## config.mk

```make
export PLATFORM = sky130hd
export DESIGN_NAME = tw_out_decoder
export DESIGN_NICKNAME = d
export VERILOG_FILES = /design/src/rtl/tw_out_decoder.sv
export SDC_FILE = /design/constraint.sdc
export NUM_CORES = 1
export LEC_CHECK = 0
export ABC_AREA = 1
export BUFFER_PORTS_ARGS = -buffer_cell sky130_fd_sc_hd__buf_2
export CELL_PAD_IN_SITES_DETAIL_PLACEMENT = 1
export CELL_PAD_IN_SITES_GLOBAL_PLACEMENT = 1
export CORE_MARGIN = 2
export CORE_UTILIZATION = 38
export CTS_BUF_LIST = sky130_fd_sc_hd__clkbuf_16
export CTS_CLUSTER_DIAMETER = 200
export DETAILED_ROUTE_END_ITERATION = 10
export PLACE_DENSITY = 0.84
export SYNTH_ARGS = -nofsm -noshare
export SYNTH_HDL_FRONTEND = slang
export SYNTH_SLANG_ARGS = --single-unit
export TNS_END_PERCENT = 100
```

## constraint.sdc

```tcl
create_clock -name clk -period 4.7 [get_ports clk]
set_input_delay 1.175 -clock clk [delete_from_list [all_inputs] [get_ports clk]]
set_output_delay 1.175 -clock clk [all_outputs]
set_load 0.005 [all_outputs]
```

## src/rtl/tw_out_decoder.sv

```systemverilog
module tw_out_decoder #(
  parameter int DATA_W = 18,
  parameter int LVL_W  = 4
) (
  input  logic              clk,
  input  logic              rst_n,
  input  logic              load_i,
  input  logic [DATA_W-1:0] load_data_i,
  input  logic              load_cpls_i,
  input  logic [LVL_W-1:0]  prio_level_i,
  output logic              out_valid_o,
  output logic [6:0]        out_data_o,
  input  logic              out_ready_i,
  output logic              done_o,
  output logic              irq_o,
  output logic [LVL_W-1:0]  irq_lvl_o,
  output logic              restart_o
);

  localparam logic [5:0] SHIFT_UP = 6'o74;
  localparam logic [5:0] SHIFT_DN = 6'o72;
  localparam logic [6:0] ASC_CR   = 7'h0D;
  localparam logic [6:0] ASC_LF   = 7'h0A;

  typedef enum logic [1:0] {ST_IDLE, ST_EMIT, ST_LF} st_t;

  st_t              state_q;
  logic [5:0]       code_q;
  logic             upper_q;
  logic             cpls_q;
  logic             done_q;
  logic             irq_q;
  logic             restart_q;
  logic [LVL_W-1:0] lvl_q;

  function automatic logic [6:0] xlate(input logic up, input logic [5:0] c);
    logic [6:0] ch;
    ch = 7'h00;
    if (c >= 6'o61 && c <= 6'o71)      ch = 7'h61 + 7'(c - 6'o61);
    else if (c >= 6'o41 && c <= 6'o51) ch = 7'h6A + 7'(c - 6'o41);
    else if (c >= 6'o22 && c <= 6'o31) ch = 7'h73 + 7'(c - 6'o22);
    if (ch != 7'h00) begin
      if (up) ch = ch - 7'h20;
    end else if (c >= 6'o01 && c <= 6'o11 && !up) begin
      ch = 7'h31 + 7'(c - 6'o01);
    end else begin
      case (c)
        6'o00: ch = 7'h20;
        6'o01: ch = 7'h22;
        6'o02: ch = 7'h27;
        6'o03: ch = 7'h7E;
        6'o04: ch = 7'h23;
        6'o05: ch = 7'h21;
        6'o06: ch = 7'h26;
        6'o07: ch = 7'h3C;
        6'o10: ch = 7'h3E;
        6'o11: ch = 7'h5E;
        6'o20: ch = up ? 7'h60 : 7'h30;
        6'o21: ch = up ? 7'h3F : 7'h2F;
        6'o33: ch = up ? 7'h3D : 7'h2C;
        6'o36: ch = 7'h09;
        6'o40: ch = up ? 7'h5F : 7'h40;
        6'o54: ch = up ? 7'h2B : 7'h2D;
        6'o55: ch = up ? 7'h5D : 7'h29;
        6'o56: ch = up ? 7'h7C : 7'h5C;
        6'o57: ch = up ? 7'h5B : 7'h28;
        6'o73: ch = up ? 7'h2A : 7'h2E;
        6'o75: ch = 7'h08;
        6'o77: ch = ASC_CR;
        default: ch = 7'h00;
      endcase
    end
    return ch;
  endfunction

  logic [6:0] ch;
  logic       is_shift;
  logic       emit_vis;
  logic       finish;

  assign ch       = xlate(upper_q, code_q);
  assign is_shift = (code_q == SHIFT_UP) || (code_q == SHIFT_DN);
  assign emit_vis = (state_q == ST_EMIT) && !is_shift && (ch != 7'h00);

  assign out_valid_o = emit_vis || (state_q == ST_LF);
  assign out_data_o  = (state_q == ST_LF) ? ASC_LF : (emit_vis ? ch : 7'h00);

  assign finish = ((state_q == ST_EMIT) && (!emit_vis || (out_ready_i && ch != ASC_CR))) ||
                  ((state_q == ST_LF) && out_ready_i);

  always_ff @(posedge clk) begin
    if (!rst_n) begin
      state_q   <= ST_IDLE;
      code_q    <= '0;
      upper_q   <= 1'b0;
      cpls_q    <= 1'b0;
      done_q    <= 1'b1;
      irq_q     <= 1'b0;
      restart_q <= 1'b0;
      lvl_q     <= '0;
    end else begin
      irq_q     <= 1'b0;
      restart_q <= 1'b0;
      case (state_q)
        ST_IDLE: if (load_i) begin
          code_q  <= load_data_i[5:0];
          cpls_q  <= load_cpls_i;
          done_q  <= 1'b0;
          state_q <= ST_EMIT;
        end
        ST_EMIT: begin
          if (code_q == SHIFT_UP) upper_q <= 1'b1;
          if (code_q == SHIFT_DN) upper_q <= 1'b0;
          if (emit_vis && out_ready_i && ch == ASC_CR) state_q <= ST_LF;
        end
        default: ;
      endcase
      if (finish) begin
        state_q   <= ST_IDLE;
        done_q    <= 1'b1;
        irq_q     <= 1'b1;
        restart_q <= cpls_q;
        lvl_q     <= prio_level_i;
      end
    end
  end

  assign done_o    = done_q;
  assign irq_o     = irq_q;
  assign restart_o = restart_q;
  assign irq_lvl_o = lvl_q;


  stall_hold_chk: assert property (@(posedge clk) disable iff (!rst_n)
    (out_valid_o && !out_ready_i) |=> (out_valid_o && $stable(out_data_o)));


  busy_not_done_chk: assert property (@(posedge clk) disable iff (!rst_n)
    out_valid_o |-> !done_o);


  cr_then_lf_chk: assert property (@(posedge clk) disable iff (!rst_n)
    (out_valid_o && out_ready_i && out_data_o == ASC_CR) |=> (out_valid_o && out_data_o == ASC_LF));


  restart_with_done_chk: assert property (@(posedge clk) disable iff (!rst_n)
    restart_o |-> done_o);


  irq_single_chk: assert property (@(posedge clk) disable iff (!rst_n)
    irq_o |=> !irq_o);


  busy_load_ignored_chk: assert property (@(posedge clk) disable iff (!rst_n)
    (state_q != ST_IDLE && load_i) |=> $stable(code_q));

endmodule

```

After elaboration in Yosys (flattened, before gate mapping)
Cells that the tools add are included.

storage, ports and cells
  bits in registers = 17
  input port bits = 27
  output and inout port bits = 15
  word-level logic and storage cells = 109

operators by class
  $add $sub $neg = 9
  $lt $le $gt $ge = 8
  eq/ne operators = 29
  muxes and demuxes = 24
  bitwise operators = 1
  reductions and logical operators = 30

operators with widths
  kind                 count
  $pmux 7 s22          1
  $mux 7               11
  $eq 6x6->1 const B   10
  $eq 6x3->1 const B   4
  $eq 6x5->1 const B   4
  $add 7x7->7 const A  3
  $mux 5               3
  $reduce_bool 7->1    2
  $sub 6x6->7 const B  2
  $eq 6x2->1 const B   2
  $eq 6x4->1 const B   2
  $ge 6x6->1 const B   2
  $le 6x6->1 const B   2
  $logic_and 1x1->1    12
  $add 6x7->7 const A  1
  $eq 7x4->1 const B   1
  $ne 7x4->1 const B   1
  $sub 6x1->7 const B  1
  $sub 6x5->7 const B  1
  $sub 7x6->7 const B  1
  $eq 6x1->1 const B   1
  $ge 6x1->1 const B   1
  $ge 6x5->1 const B   1
  $le 6x4->1 const B   1
  other kinds (19)     31

Longest topological paths before layout
  word-level depth = 15
  mapped depth = 27

Worst setup path after synthesis
OpenSTA, ideal clock, no wires.

  kind = flip-flop to output port
  start = reg code_q[4]
  end = out out_data_o[1]
  arrival = 2.586 ns
  data required time = 3.525 ns
  path slack = 0.939 ns
  cell stages (with the launch flop) = 22
  path through = dfxtp_1 > clkbuf_1 > inv_1 > ha_1 > clkbuf_1 > nand3_1 > nand2_1 > inv_1 > nand2_1 > nand2_1 > nand3_1 > nand3_1 > nand3_4 > nor2_8 > nand3_1 > nand2_1 > nor2_1 > nand2_2 > nor2_4 > nor2_4 > inv_2 > o21ai_0

between the ends
  longest elaborated chain between the ends = 12

ends and longest elaborated chain
  item                                              RTL line  source
  from (decl)                                       28        logic [5:0] code_q;
  from (signal assigned)                            106       code_q <= load_data_i[5:0];
  $sub 6x5->7, or another cell as far along         41        else if (c >= 6'o22 && c <= 6'o31) ch = 7'h73 + 7'(c - 6'o22);
  $add 7x7->7 or $logic_and 1x1->1 (tied branches)  41
  $mux 7                                            41
  $mux 7                                            40        else if (c >= 6'o41 && c <= 6'o51) ch = 7'h6A + 7'(c - 6'o41);
  $mux 7                                            39        if (c >= 6'o61 && c <= 6'o71) ch = 7'h61 + 7'(c - 6'o61);
  $sub 7x6->7                                       43        if (up) ch = ch - 7'h20;
  $mux 7                                            43
  $mux 7                                            42        if (ch != 7'h00) begin
  $reduce_bool 7->1                                 83        assign emit_vis = (state_q == ST_EMIT) && !is_shift && (ch != 7'h00);
  $logic_and 1x1->1                                 83
  $mux 7 * (2 in series)                            86        assign out_data_o = (state_q == ST_LF) ? ASC_LF : (emit_vis ? ch : 7'h00);
  to (decl)                                         12        output logic [6:0] out_data_o,

Mark *: on every way between the ends. The rest lies on a longest branch, timed or not.

Worst setup path in the final report
  start = reg code_q[1]
  end = out out_data_o[2]

The elaborated chain is that of the path after synthesis.

==> impl_metrics.env <==
export IMPL_outcome="finished clean"
export IMPL_place_area_sq_mm=0.002248
export IMPL_cp_max_fo=13
export IMPL_clkSinkCount=17
export IMPL_ys_seq_elements=17
export IMPL_gp_congestion=0.9276
export IMPL_antenna_found_initial=0
export IMPL_dp_slack_ns=0.4287
export IMPL_finClkSkew_ns=0.006035
export IMPL_peakVddDrop_uv=225.5
export IMPL_grtUsageTotal=0.2302
export IMPL_io_pins=42
export IMPL_worstMarginPinSlew_ns=0.5725
export IMPL_design_area_sq_mm=0.002357
export IMPL_yosys_cell_types_count=38
export IMPL_wl_mm=6.568
export IMPL_finalCriticalPeriod_ns=4.355
export IMPL_synth_async_reset_ratio=0
export IMPL_clk_path_buf_depth=2
export IMPL_ant_nets=0
export IMPL_start_util=0.4003
export IMPL_grt_max_degree=20
export IMPL_setup_violations=0
export IMPL_die_width_um=77.82
export IMPL_synth_ff_type="dfxtp_1"
export IMPL_maxSlewViolCount=0
export IMPL_die_y_um=77.82
export IMPL_cts_root_buf="clkbuf_16"
export IMPL_synthCells=344
export IMPL_antenna_cells=0
export IMPL_whs_ns=0.4391
export IMPL_cts_max_level=1
export IMPL_arrival_ns=3.18
export IMPL_wl_per_cell_um=15.00
export IMPL_syn_avg_cell_area_sq_um=6.020
export IMPL_hpwl_mm=5.094
export IMPL_setup_tns_ns=0
export IMPL_clk_pin_slew_worst_paths_ns=0.05
export IMPL_rows=26
export IMPL_leakagePower_nw=1.221
export IMPL_start_kind="flop"
export IMPL_insertion_delay_ns=0.25
export IMPL_first_pass_iters=4
export IMPL_synth_warnings=0
export IMPL_synth_seq_area_share=0.1644
export IMPL_hp_class="flop to flop"
export IMPL_synth_area_sq_mm=0.002071
export IMPL_cts_hold_buffers=0
export IMPL_nets=404
export IMPL_rsz0062_at_grt="no"
export IMPL_grt_pass1_wl_mm=11.33
export IMPL_core_sq_mm=0.005172
export IMPL_vias_per_cell=5.413
export IMPL_drive_gt1_frac=0.2391
export IMPL_numCtsBuffers=3
export IMPL_num_vias=2371
export IMPL_max_freq_mhz=229.6
export IMPL_end_kind="primary output"
export IMPL_max_cap_violations=0
export IMPL_io_buffers=29
export IMPL_grt_overflow=0
export IMPL_period_share=0.9267
export IMPL_slew_headroom=0.6178
export IMPL_fin_ws_ns=0.3447
export IMPL_cts_tree="done"
export IMPL_cp_required_ns=3.52
export IMPL_synthesis_nets=379
export IMPL_drc=0
export IMPL_post_route_util=0.4557
export IMPL_initialDrtViolationCount=116
export IMPL_crit_type="flop to primary output"
export IMPL_powerDensity_mw_per_mm2=293.0
export IMPL_grt_pass1_vias=2506
export IMPL_syn_to_final_growth_pct=13.84
export IMPL_hold_violations=0
export IMPL_die_area_sq_mm=0.006056
export IMPL_synth_edf_count=0
==> flip-flops by register name, summed over array words and instances, names as in the netlist <==
signal,count
code_q,6
cpls_q,1
done_o,1
irq_lvl_o,4
irq_o,1
restart_o,1
state_q,2
upper_q,1
==> per-layer routing <==
| layer | part of all wire | wire length, um | global-route usage | up-vias |
|---|---|---|---|---|
| li1 | - | - | - | 1173 |
| met1 | 0.45 | 2978 | 0.2881 | 1119 |
| met2 | 0.48 | 3146 | 0.3957 | 62 |
| met3 | 0.037 | 242 | 0.02791 | 17 |
| met4 | 0.031 | 201 | 0.09643 | 0 |
| met5 | 0 | 0 | 0 | - |
==> logic make-up (layout without fill, tap and decap cells) <==
| group | after synthesis | in the layout | share of synthesized area |
|---|---|---|---|
| simple gates | 222 | 222 | 0.5631 |
| xor+xnor | 1 | 1 | 0.004230 |
| compound gates | 43 | 43 | 0.1154 |
| buf+inv | 53 | 77 | 0.1045 |
| fa+ha+maj | 8 | 8 | 0.04834 |
| flops | 17 | 17 | 0.1644 |
==> final timing paths <==
check                           depth (start not counted)  slack, ns      start             to
worst max-delay path                                   19       0.34  code_q[1]  out_data_o[2]
worst min-delay path                                    2       0.44     cpls_q      restart_o
worst max register to register                         21       1.65  code_q[1]         done_o
worst min register to register                          2       0.44     cpls_q      restart_o
==> power by group <==
group          total, W  switching (W)  internal, W
combinational  0.000348       0.000229     0.000119
clock          0.000172      0.0000576     0.000114
sequential     0.000171      0.0000151     0.000156
total          0.000691       0.000302     0.000389
==> placed cells by master (no fill, tap or decap), types with 2 or more instances in the layout <==
cell type,synthesis,layout
dfxtp_2,0,3
nand3_2,11,10
nor2_4,6,6
nand4_1,10,10
o21ai_0,17,17
a21oi_1,17,17
nand2_2,11,11
buf_2,2,29
nand2_4,2,2
nand2_1,93,93
nor3_1,3,3
clkbuf_16,0,3
nand3_4,1,2
nand2_8,2,2
nand3_1,43,43
dfxtp_1,17,14
nor2_1,30,30
inv_1,33,32
inv_2,8,9
buf_4,2,3
o211ai_1,2,2
nor4_1,2,2
ha_1,8,7
nand3b_1,2,2
==> cells in the mapped netlist (2+ instances only) <==
| cell type | n | area share |
|---|---|---|
| inv_1 | 33 | 0.060 |
| nand4_1 | 10 | 0.030 |
| o21ai_0 | 17 | 0.041 |
| nand2_8 | 2 | 0.019 |
| nor4_1 | 2 | 0.0060 |
| a21oi_1 | 17 | 0.041 |
| nand2_2 | 11 | 0.033 |
| buf_2 | 2 | 0.0048 |
| dfxtp_1 | 17 | 0.16 |
| nor2_1 | 30 | 0.054 |
| nand2_1 | 93 | 0.17 |
| buf_4 | 2 | 0.0072 |
| nor2_4 | 6 | 0.033 |
| ha_1 | 8 | 0.048 |
| nand3b_1 | 2 | 0.0072 |
| nor3_1 | 3 | 0.0072 |
| nand3_2 | 11 | 0.053 |
| o211ai_1 | 2 | 0.0072 |
| inv_2 | 8 | 0.015 |
| nand2_4 | 2 | 0.011 |
| nand3_1 | 43 | 0.10 |
| clkbuf_1 | 7 | 0.013 |
==> worst max-delay path: stages, from the launching register on <==
cell and delay, ns:
dfxtp_2 0.36, inv_1 0.12, ha_1 0.36, nand3_2 0.17, nand3_2 0.19, nand3_4 0.18, inv_2 0.14, nand2_1 0.05
nand2_1 0.13, nand2_1 0.11, nor2_4 0.18, nand3_1 0.09, nand2_1 0.11, nor2_1 0.07, nand2_2 0.08, nor2_4 0.04
nor2_4 0.14, inv_2 0.11, a21oi_1 0.14, buf_2 0.13
==> what timing repair did <==
item | CTS | global route
buffers inserted | 0 | 2
gates resized for setup | 0 | 6
setup endpoints to repair | 0 | 7
==> per-stage QoR <==
step           instances  total power [W]
2_1_floorplan        344        0.0004299
3_3_place_gp         432        0.0004995
3_5_place_dp         432        0.0005099
4_1_cts              436        0.0006869
5_1_grt              438        0.0007511
6_report             438        0.0006907
==> layout make-up <==
type / instances / area (sq um)
multi-input combinational: 274 / 1524
timing repair buffer: 32 / 167.7
sequential: 17 / 344.1
tap: 70 / 87.58
clock buffer: 3 / 75.07
fill: 727 / 2815
clock inverter: 1 / 5.005
inverter: 41 / 153.9
Power figures use the tool's default switching activity.
